`config.mk`:
```
export PLATFORM = sky130hd
export DESIGN_NAME = pla_cell
export DESIGN_NICKNAME = d
export VERILOG_FILES = /design/src/rtl/pla_cell_pkg.sv /design/src/rtl/pla_cfg_chain.sv /design/src/rtl/pla_and_plane.sv /design/src/rtl/pla_or_plane.sv /design/src/rtl/pla_macrocell.sv /design/src/rtl/pla_cell.sv
export SDC_FILE = /design/constraint.sdc
export NUM_CORES = 1
export LEC_CHECK = 0
export BUFFER_PORTS_ARGS = -buffer_cell sky130_fd_sc_hd__buf_2
export CAP_MARGIN = 25
export CORE_UTILIZATION = 45
export CTS_CLUSTER_DIAMETER = 100
export DETAILED_ROUTE_END_ITERATION = 8
export PLACE_DENSITY = 0.61
export SKIP_CTS_REPAIR_TIMING = 1
export SYNTH_ARGS = -nofsm -noshare
export SYNTH_HDL_FRONTEND = slang
export SYNTH_SLANG_ARGS = --single-unit
```
`constraint.sdc`:
```
create_clock -name clk -period 18.1 [get_ports clk]
set_clock_uncertainty 0.2 [all_clocks]
set_input_delay 0 -clock clk [delete_from_list [all_inputs] [get_ports clk]]
set_output_delay 0 -clock clk [all_outputs]
set_load 0.005 [all_outputs]
```
`src/rtl/pla_cell_pkg.sv`:
```
`timescale 1ns/1ps
package pla_cell_pkg;

  typedef enum logic [1:0] {
    LIT_OFF  = 2'b00,
    LIT_POS  = 2'b01,
    LIT_NEG  = 2'b10,
    LIT_KILL = 2'b11
  } lit_code_e;

  // literals carried by one product term
  function automatic int lits_per_term(input int num_in, input bit fold);
    return fold ? (num_in / 2) : num_in;
  endfunction

  // first input index seen by term t
  function automatic int term_base(input int num_in, input bit fold, input int t);
    if (fold && (t % 2 == 1)) return num_in - (num_in / 2);
    return 0;
  endfunction

endpackage

```
`src/rtl/pla_cfg_chain.sv`:
```
`timescale 1ns/1ps
module pla_cfg_chain #(
  parameter int LEN = 16
) (
  input  logic           clk,
  input  logic           rst_n,
  input  logic           cfg_en,
  input  logic           cfg_in,
  output logic [LEN-1:0] cfg_q
);

  logic [LEN-1:0] chain_r;
  logic [LEN-1:0] chain_d;

  // new bit enters at the top; the first bit loaded ends at index 0
  always_comb begin
    chain_d = chain_r;
    if (cfg_en) chain_d = {cfg_in, chain_r[LEN-1:1]};
  end

  always_ff @(posedge clk or negedge rst_n) begin
    if (!rst_n) chain_r <= '0;
    else if (cfg_en) chain_r <= chain_d;
  end

  assign cfg_q = chain_r;

endmodule

```
`src/rtl/pla_and_plane.sv`:
```
`timescale 1ns/1ps
module pla_and_plane
  import pla_cell_pkg::*;
#(
  parameter  int NUM_IN    = 10,
  parameter  int NUM_TERMS = 12,
  parameter  bit FOLD_EN   = 1'b0,
  localparam int LITS      = lits_per_term(NUM_IN, FOLD_EN),
  localparam int CFG_W     = NUM_TERMS * LITS * 2
) (
  input  logic [NUM_IN-1:0]    din,
  input  logic [CFG_W-1:0]     and_cfg,
  output logic [NUM_TERMS-1:0] terms
);

  for (genvar t = 0; t < NUM_TERMS; t++) begin : g_term
    localparam int BASE = term_base(NUM_IN, FOLD_EN, t);
    logic [LITS-1:0] used;
    logic [LITS-1:0] pass;

    for (genvar l = 0; l < LITS; l++) begin : g_lit
      lit_code_e code;
      logic      used_l;
      logic      pass_l;
      logic      x;

      assign code = lit_code_e'(and_cfg[(t*LITS + l)*2 +: 2]);
      assign x    = din[BASE + l];

      always_comb begin
        unique case (code)
          LIT_OFF:  begin used_l = 1'b0; pass_l = 1'b1; end
          LIT_POS:  begin used_l = 1'b1; pass_l = x;    end
          LIT_NEG:  begin used_l = 1'b1; pass_l = ~x;   end
          LIT_KILL: begin used_l = 1'b1; pass_l = 1'b0; end
        endcase
      end

      assign used[l] = used_l;
      assign pass[l] = pass_l;
    end

    // an empty term is 0, not the AND identity
    assign terms[t] = (|used) & (&pass);
  end

endmodule

```
`src/rtl/pla_or_plane.sv`:
```
`timescale 1ns/1ps
module pla_or_plane #(
  parameter  int NUM_TERMS = 12,
  parameter  int NUM_OUT   = 4,
  parameter  bit FIXED_OR  = 1'b0,
  localparam int CFG_W     = FIXED_OR ? 1 : NUM_TERMS * NUM_OUT,
  localparam int GROUP     = NUM_TERMS / NUM_OUT
) (
  input  logic [NUM_TERMS-1:0] terms,
  input  logic [CFG_W-1:0]     or_cfg,
  output logic [NUM_OUT-1:0]   sums
);

  if (FIXED_OR) begin : g_fixed
    logic unused_cfg;
    assign unused_cfg = ^or_cfg;

    for (genvar o = 0; o < NUM_OUT; o++) begin : g_out
      assign sums[o] = |terms[o*GROUP +: GROUP];
    end

    if (NUM_TERMS % NUM_OUT != 0) begin : g_spare
      logic unused_spare;
      assign unused_spare = ^terms[NUM_TERMS-1:NUM_OUT*GROUP];
    end
  end else begin : g_prog
    for (genvar o = 0; o < NUM_OUT; o++) begin : g_out
      assign sums[o] = |(terms & or_cfg[o*NUM_TERMS +: NUM_TERMS]);
    end
  end

endmodule

```
`src/rtl/pla_macrocell.sv`:
```
`timescale 1ns/1ps
module pla_macrocell #(
  parameter int NUM_OUT = 4
) (
  input  logic               clk,
  input  logic               rst_n,
  input  logic               cfg_en,
  input  logic [NUM_OUT-1:0] sums,
  input  logic [NUM_OUT-1:0] reg_sel,
  output logic [NUM_OUT-1:0] dout
);

  logic [NUM_OUT-1:0] cap_r;
  logic [NUM_OUT-1:0] cap_d;

  // flops are held clear while the planes are being rewritten
  always_comb begin
    cap_d = sums;
    if (cfg_en) cap_d = '0;
  end

  always_ff @(posedge clk or negedge rst_n) begin
    if (!rst_n) cap_r <= '0;
    else        cap_r <= cap_d;
  end

  for (genvar o = 0; o < NUM_OUT; o++) begin : g_out
    assign dout[o] = ~cfg_en & (reg_sel[o] ? cap_r[o] : sums[o]);
  end

endmodule

```
`src/rtl/pla_cell.sv`:
```
`timescale 1ns/1ps
module pla_cell
  import pla_cell_pkg::*;
#(
  parameter int NUM_IN    = 10,
  parameter int NUM_TERMS = 12,
  parameter int NUM_OUT   = 4,
  parameter bit FOLD_EN   = 1'b0,
  parameter bit FIXED_OR  = 1'b0
) (
  input  logic               clk,
  input  logic               rst_n,
  input  logic               cfg_en,
  input  logic               cfg_in,
  input  logic [NUM_IN-1:0]  din,
  output logic [NUM_OUT-1:0] dout
);

  localparam int LITS      = lits_per_term(NUM_IN, FOLD_EN);
  localparam int AND_W     = NUM_TERMS * LITS * 2;
  localparam int OR_CH_W   = FIXED_OR ? 0 : NUM_TERMS * NUM_OUT;
  localparam int OR_PORT_W = FIXED_OR ? 1 : NUM_TERMS * NUM_OUT;
  localparam int SEL_LSB   = AND_W + OR_CH_W;
  localparam int CFG_LEN   = SEL_LSB + NUM_OUT;

  // reset asserts at once, leaves on a clock edge
  logic [1:0] rst_pipe;
  logic       rst_int_n;

  always_ff @(posedge clk or negedge rst_n) begin
    if (!rst_n) rst_pipe <= 2'b00;
    else        rst_pipe <= {rst_pipe[0], 1'b1};
  end
  assign rst_int_n = rst_pipe[1];

  logic [CFG_LEN-1:0]   cfg_q;
  logic [AND_W-1:0]     and_cfg;
  logic [OR_PORT_W-1:0] or_cfg;
  logic [NUM_OUT-1:0]   reg_sel;
  logic [NUM_TERMS-1:0] terms;
  logic [NUM_OUT-1:0]   sums;

  pla_cfg_chain #(.LEN(CFG_LEN)) u_chain (
    .clk    (clk),
    .rst_n  (rst_int_n),
    .cfg_en (cfg_en),
    .cfg_in (cfg_in),
    .cfg_q  (cfg_q)
  );

  assign and_cfg = cfg_q[0 +: AND_W];
  assign reg_sel = cfg_q[SEL_LSB +: NUM_OUT];

  if (FIXED_OR) begin : g_or_fixed
    assign or_cfg = '0;
  end else begin : g_or_prog
    assign or_cfg = cfg_q[AND_W +: OR_CH_W];
  end

  pla_and_plane #(
    .NUM_IN    (NUM_IN),
    .NUM_TERMS (NUM_TERMS),
    .FOLD_EN   (FOLD_EN)
  ) u_and (
    .din     (din),
    .and_cfg (and_cfg),
    .terms   (terms)
  );

  pla_or_plane #(
    .NUM_TERMS (NUM_TERMS),
    .NUM_OUT   (NUM_OUT),
    .FIXED_OR  (FIXED_OR)
  ) u_or (
    .terms  (terms),
    .or_cfg (or_cfg),
    .sums   (sums)
  );

  pla_macrocell #(.NUM_OUT(NUM_OUT)) u_mc (
    .clk     (clk),
    .rst_n   (rst_int_n),
    .cfg_en  (cfg_en),
    .sums    (sums),
    .reg_sel (reg_sel),
    .dout    (dout)
  );

endmodule

```
### After elaboration in Yosys (flattened, before gate mapping)

Index checks and enable logic that the tools add are counted.

* flip-flop bits (word level): 298

* reduce and logical (&&, ||, !) cells: 268
* bitwise logic cells: 31
* mux-type cells: 245
* eq/ne operators: 360

Operators with widths (count)
* $eq A2 B2 Y1 const B: 240
* $pmux W1 S4: 120
* $reduce_or A3 Y1: 120
* $eq A2 B1 Y1 const B: 120
* $logic_not A2 Y1: 120
* $pmux W1 S2: 120
* $reduce_and A10 Y1: 12
* $reduce_or A10 Y1: 12
* $and A12 B12 Y12: 4
* $reduce_or A12 Y1: 4
* $and A1 B1 Y1: 16
* $not A1 Y1: 11
* $mux W1: 4
* $mux W4: 1

### Longest topological paths before layout

Gate-level depths: netlist (run 1).

* word-level depth: 9
* gate-level depth with buffers: 7
* mapped depth without buffers: 7

### Modules after synthesis

A second synthesis (run 1) with hierarchy kept.

* cells, all modules: 975
* area total of the unflattened synthesis: 14340.0 sq um

Modules (own cells, without submodules)
* pla_cfg_chain: times used 1, area an instance 10949.3 sq um, seq. area each 7307.0 sq um, cells each 616
* pla_and_plane: times used 1, area an instance 2874.0 sq um, seq. area each 0.0 sq um, cells each 312
* pla_or_plane: times used 1, area an instance 282.8 sq um, seq. area each 0.0 sq um, cells each 28
* pla_macrocell: times used 1, area an instance 180.2 sq um, seq. area each 100.1 sq um, cells each 16
* pla_cell: times used 1, area an instance 53.8 sq um, seq. area each 50.0 sq um, cells each 3

### Worst setup path after synthesis (run 1)

No wires, ideal clock.

* path kind: register -> register
* start point: register u_chain.chain_r[84], in the netlist u_chain.cfg_q[84]
* end point: register u_mc.cap_r[1]
* period minus slack after synthesis: 2.195 ns
* slack: 15.905 ns
* buffers on the path: 0
* arrival: 1.857 ns
* library setup time: 0.137 ns
* stages on the path, launching flop included: 8
* cell sequence: dfrtp_1 -> ha_1 -> nor4_1 -> nand3_1 -> or2_1 -> and3_1 -> nor4_1 -> a21oi_1

* cells in the longest elaborated chain, start to end: 8
* elaborated cells on any way between the ends: 13
* classes of those cells: eq/ne (3); mux (3); bitwise (2); reduce/logical (5)

RTL lines
* from (decl): line pla_cfg_chain.sv:12 `logic [LEN-1:0] chain_r;`
* from (signal assigned): line pla_cfg_chain.sv:23 `else if (cfg_en) chain_r <= chain_d;`
* $eq A2 B1 Y1 or $eq A2 B2 Y1 (tied branches): line pla_and_plane.sv:31 `unique case (code)`
* $reduce_or A3 Y1 (no source line)
* $pmux W1 S2: line pla_and_plane.sv:31
* $reduce_or A10 Y1: line pla_and_plane.sv:44 `assign terms[t] = (|used) & (&pass);`
* $and A1 B1 Y1 (*): line pla_and_plane.sv:44
* $and A12 B12 Y12 (*): line pla_or_plane.sv:28 `assign sums[o] = |(terms & or_cfg[o*NUM_TERMS +: NUM_TERMS]);`
* $reduce_or A12 Y1 (*): line pla_or_plane.sv:28
* $mux W4 (*): line pla_macrocell.sv:19 `if (cfg_en) cap_d = '0;`
* via u_mc.cap_d[1]: line pla_macrocell.sv:14 `logic [NUM_OUT-1:0] cap_d;`
* to (signal assigned): line pla_macrocell.sv:24 `else cap_r <= cap_d;`
* to (decl): line pla_macrocell.sv:13 `logic [NUM_OUT-1:0] cap_r;`

Mark *: on every way through the listed nets, which the timed path passes. The rest lies on a longest branch.
A chain may end at the register's enable or synchronous reset.

### Worst setup path after layout (run 1)

* start point: register u_chain.chain_r[4], in the netlist u_chain.cfg_q[4]
* end point: output port dout[1]

* cells in the longest elaborated chain, start to end: 9
* elaborated cells on any way between the ends: 14
* classes of those cells: eq/ne (3); mux (3); bitwise (3); reduce/logical (5)

RTL lines
* $eq A2 B1 Y1 or $eq A2 B2 Y1 (tied branches): line pla_and_plane.sv:31
* $reduce_or A3 Y1 (no source line)
* $pmux W1 S2: line pla_and_plane.sv:31
* $reduce_or A10 Y1: line pla_and_plane.sv:44
* $and A1 B1 Y1 (*): line pla_and_plane.sv:44
* $and A12 B12 Y12 (*): line pla_or_plane.sv:28
* $reduce_or A12 Y1 (*): line pla_or_plane.sv:28
* $mux W1 (*): line pla_macrocell.sv:28 `assign dout[o] = ~cfg_en & (reg_sel[o] ? cap_r[o] : sums[o]);`
* $and A1 B1 Y1 (*): line pla_macrocell.sv:28
* to (decl): line pla_cell.sv:16 `output logic [NUM_OUT-1:0] dout`

Every way passes the cells marked *; elsewhere a longest branch is shown, timed or not.

==> results.toml, run 1 <==
[status]
status = "finished, violations left"
violations = "hold timing"

[floorplan]
floorplan.initialDensity = 0.4627
dieArea_um2 = 32500
die_w_um = 180.3
die_height_um = 180.3
core_um2 = 30910
num_rows = 64
io_pins = 18

[timing]
setup-violations-final = 0
period_minus_slack_ns = 3.574
setup_tns_ns = 0
timing.fmax_mhz = 279.8
worst_pin_slew_ns = 1.040
finalHoldViolCount = 11
fin_ws_ns = 14.53
finalCritPeriodShare = 0.1975
rsz0062_at_grt = "false"
hold_ws_ns = -0.06327
slew-limit-headroom = 0.3067
slew_viol_final = 0

[cells_and_area]
drive_above_1_share = 0.3240
n_antenna_cell = 0
n_fill_cell = 2707
multiInputGateArea_um2 = 6521
fin_util = 0.5126
syn_to_final_growth_pct = 10.80
fin_nets = 1160
regArea_um2 = 7461
layout_commonest_cell = "dfrtp_1"
final_cell_mix = "297 x dfrtp_1, 272 x mux2_2, 120 x mux2i_1, 65 x nor4_1, 62 x ha_1"

[power_and_ir_drop]
p_leak_uw = 0.008347
worst_ir_drop_vdd_uv = 57.41
p_per_area_nw_per_um2 = 104.6

[setup_path]
cp.required_ns = 17.90
end_kind = "output port"
cp_max_fo = 4
critPathKind = "flop to output port"
critPathTopFamily = "simple AND/OR/NAND/NOR gates"
path_buf_inv = 1
path_cells = "ha_1, nor4_1, nand3_1, o21ai_0, o32ai_2, nor4_1, a311oi_1, buf_2"
critPathSlowestCell = "nor4_1"
critPathLaunchType = "flop"
crit_arrival_ns = 3.37
cp_common_cell = "nor4_1"
critPathMaxStageDelay_ns = 0.66

[logic_synthesis]
synth_warnings = 0
yosysTopAreaCell = "dfrtp_1"
synthCells = 1068
synth_area_leaders = "dfrtp_1 52%, mux2_2 21%, mux2i_1 8.4%"
mappedNetlistArea_um2 = 14300
async_reset_ff_frac = 1.000
synth.top_cell.area_share = 0.5214
syn_avg_cell_area_um2 = 13.39
synth_seq_area_share = 0.5214
synth_ff_type = "dfrtp_1"
syn_nets = 1144
synth_edf_count = 0
synth-seq-cells = 298
ys_types = 29

[routing]
dr.pass1.iters = 4
finalWirelength_mm = 30.39
drc = 0
vias = 8563
drt_iter0_drc = 504
wire_per_inst_um = 20.25
viasPerCell = 5.705
drtAntennaViolNets = 0

[placed_design]
place.gp.congestion = 0.8295
dp_hpwl_mm = 19.22
io_buffers = 17
pre_cts_ws_ns = 14.63

[global_route]
first_global_vias = 8685
grt.total_usage = 0.1923
grt_max_degree = 170
grt_first_pass_wirelength_mm = 49.64
grt_overflow = 0
antenna_found_initial = 0

[clock_network]
cts.clk_slew.worst_paths_ns = 0.06
clkSinkCount = 298
clockBufferDepth = 3
cts_tree = "built"
worst_skew_pair.late_latency_ns = 0.51
cts_root_buf = "clkbuf_16"
htree_levels = 2
cts-buffers-inserted = 34

[worst_hold_path]
hold_class = "input port to flop"

[run]
maxCapViolations = 0
-- sequential cells by signal, indices dropped and copies added (netlist names) --
name	cells
u_chain.cfg_q	292
u_mc.cap_r	4
rst_pipe	2
-- cell families (layout without fill, tap and decap cells) --
logic type / after synthesis / count (layout) / synth area share
flops: 298 / 298 / 0.5214
other cells: 1 / 1 / 0.0002622
mux: 392 / 392 / 0.2982
buf+inv: 66 / 103 / 0.02257
simple gates: 178 / 178 / 0.06973
fa+ha+maj: 62 / 62 / 0.05424
compound gates: 71 / 71 / 0.03360
-- tightest hold or removal path, cell delays in order --
cell	delay (ns)
buf_8	0.32
nand2_1	0.14
o21ai_0	0.07
-- report_power, final --
group          internal [uW]  switching (uW)
clock network            398             267
logic                   99.2             107
registers                731            55.9
total                   1230             430
-- final timing paths --
check	slack, ns	from	depth (start not counted)	endpoint
max reg2reg	15.11	u_chain.cfg_q[4]	7	u_mc.cap_r[1]
min	-0.06	cfg_en	3	u_chain.cfg_q[291]
min in group asynchronous	0.14	rst_n	3	rst_pipe[1]
max in group asynchronous	16.07	rst_pipe[1]	1	u_chain.cfg_q[160]
min reg2reg	0.15	rst_pipe[0]	0	rst_pipe[1]
max	14.53	u_chain.cfg_q[4]	8	dout[1]
-- cell type report --
| type | instances | share of cell area |
|---|---|---|
| Clock buffer | 45 | 0.06017 |
| Clock inverter | 12 | 0.007344 |
| Inverter | 20 | 0.004738 |
| Multi-Input combinational cell | 704 | 0.4116 |
| Sequential cell | 298 | 0.4709 |
| Tap cell | 396 | 0.03127 |
| Timing Repair Buffer | 26 | 0.01406 |
-- metrics by stage --
step / cells / power (uW) / instance area [um^2]
after global routing: 1501 / 1737 / 15850
after detailed placement: 1439 / 1004 / 14690
after CTS: 1496 / 1677 / 15760
after global placement: 1439 / 1001 / 14690
final: 1501 / 1658 / 15850
after floorplan: 1068 / 938.0 / 14300
-- cells in the mapped netlist (10+ instances only) --
| library cell | instances |
|---|---|
| nand4_1 | 24 |
| nor2_1 | 11 |
| o21ai_0 | 41 |
| nand2_1 | 44 |
| nand3_1 | 12 |
| mux2_2 | 272 |
| buf_6 | 10 |
| ha_1 | 62 |
| clkbuf_1 | 36 |
| o32ai_1 | 14 |
| inv_1 | 20 |
| dfrtp_1 | 298 |
| nor4_1 | 65 |
| mux2i_1 | 120 |
-- per-layer routing --
layer,vias to the layer above,part of all wire,GRT usage
met2,116,0.45,0.3003
met3,48,0.032,0.02688
met4,0,0.020,0.04821
li1,4049,-,-
met1,4350,0.50,0.2813
met5,-,0,0
Note: power is estimated with default switching activity, not from simulation.
==> run 2: changes to the inputs <==
clock period = 3.69 ns   (was 18.1 ns; I/O delays follow)
==> results.toml, run 2 (same netlist as run 1, synthesis figures left out) <==
[status]
status = "finished, final reports clean"

[cells_and_area]
layout_commonest_cell = "dfrtp_1"
syn_to_final_growth_pct = 11.29
stdcell_count = 1507
largest_register_ffs = 292
final_cell_mix = "297 x dfrtp_1, 272 x mux2_2, 120 x mux2i_1, 65 x nor4_1, 62 x ha_1"
fin_util = 0.5149
drive_above_1_share = 0.3258
n_antenna_cell = 0
fin_nets = 1164

[timing]
period_minus_slack_ns = 3.518
setup-violations-final = 0
timing.fmax_mhz = 284.2
slew-limit-headroom = 0.4877
setup_tns_ns = 0
slew_viol_final = 0
finalCritPeriodShare = 0.9534
finalHoldViolCount = 0
rsz0062_at_grt = "false"
worst_pin_slew_ns = 0.7614

[placed_design]
place_inst = 1443
place.gp.congestion = 0.8831
io_buffers = 17
dp_hpwl_mm = 19.51

[power_and_ir_drop]
worst_ir_drop_vdd_uv = 247.0
intPower_uw = 6035
pwr-share-clk = 0.402
p_per_area_nw_per_um2 = 513.9
p_sw_uw = 2145
swShare = 0.2622
power_frac_seq = 0.471
power_frac_comb = 0.127
p_leak_uw = 0.008369

[routing]
drc = 0
drt_iter0_drc = 538
wire_per_inst_um = 20.15
drtAntennaViolNets = 0
finalWirelength_mm = 30.37
dr.pass1.iters = 5
viasPerCell = 5.749
vias = 8663

[run]
maxCapViolations = 0

[setup_path]
end_kind = "output port"
critPathLaunchType = "flop"
cp_max_fo = 4
critPathKind = "flop to output port"
r2r_setup_slack_ns = 0.74
cp.required_ns = 3.49
ff2ff_path_depth = 7
crit_arrival_ns = 3.32

[global_route]
grt_overflow = 0
first_global_vias = 8712
grt.total_usage = 0.1930
grt_first_pass_wirelength_mm = 49.61
grt_max_degree = 102
antenna_found_initial = 0

[floorplan]
dieArea_um2 = 32500
die_height_um = 180.3
floorplan.initialDensity = 0.4627
io_pins = 18
core_um2 = 30910
die_w_um = 180.3
num_rows = 64

[clock_network]
cts-buffers-inserted = 35
cts_root_buf = "clkbuf_16"
htree_levels = 2
clkSinkCount = 298
cts_tree = "built"
cts.clk_slew.worst_paths_ns = 0.06
worst_skew_pair.late_latency_ns = 0.51
clockBufferDepth = 3

[worst_hold_path]
hold_path_depth = 4
hold_class = "input port to flop"
run 2: cell types whose count changed in the layout (fill, tap and decap cells not counted), sizes merged:
cell | previous run | this run
buf | 23 | 25
clkinvlp | 1 | 4
dlygate4sd3 | 3 | 4
clkbuf | 45 | 47
bufinv | 2 | 1
inv | 21 | 20
run 2: final cells by class:
class                   count  area, um^2
clock buffers              47       993.5
clock inverters            13       100.1
fillers                  2704       14990
inverters                  20       75.07
multi-input cells         704        6521
flip-flops and latches    298        7461
well taps                 396       495.5
repair buffers             29       270.3
run 2: metal layers:
metal	wire [um]	vias to the layer above	share of wire	global-route usage
met2	13520	132	0.45	0.2896
met1	15370	4429	0.51	0.2923
li1	-	4065	-	-
met5	0	-	0	0
met4	495	0	0.016	0.04752
met3	983	37	0.032	0.02870
run 2: metrics by stage:
step | hold slack [ns] | cell area, um^2 | power [uW] | worst slack, ns
6_report | 0.04393 | 15920 | 8180 | 0.1719
4_1_cts | -0.9509 | 15880 | 8274 | 0.2415
3_3_place_gp | -0.4138 | 14780 | 4928 | 0.8393
2_1_floorplan | -0.4956 | 14310 | 4599 | 0.5233
3_5_place_dp | -0.4116 | 14780 | 4944 | 0.7933
5_1_grt | 0.06843 | 15920 | 8588 | 0.04973
run 2: worst max-delay path, cell delays in order (launching register included):
cell and delay [ns]:
dfrtp_1 0.40, ha_1 0.29, nor4_1 0.27, nand3_1 0.11
nor2_1 0.53, o32ai_1 0.15, nor4_1 0.69, a311oi_2 0.18
buf_2 0.17
run 2: worst paths after layout:
path / endpoint / startpoint
min in group asynchronous: u_chain.cfg_q[11] / rst_pipe[1]
hold reg to reg: u_chain.cfg_q[11] / rst_pipe[1]
setup reg to reg: u_mc.cap_r[0] / u_chain.cfg_q[158]
setup / recovery: dout[0] / u_chain.cfg_q[158]
max in group asynchronous: u_chain.cfg_q[202] / rst_pipe[1]
hold / removal: u_chain.cfg_q[291] / cfg_in
run 2: power by group through the flow:
stage                     combinational (uW)  clock [uW]  sequential (uW)
after floorplan                          748           0             3850
after global placement                  1030           0             3900
after detailed placement                1040           0             3910
after CTS                               1040        3380             3850
after global routing                    1160        3530             3900
final                                   1040        3290             3850
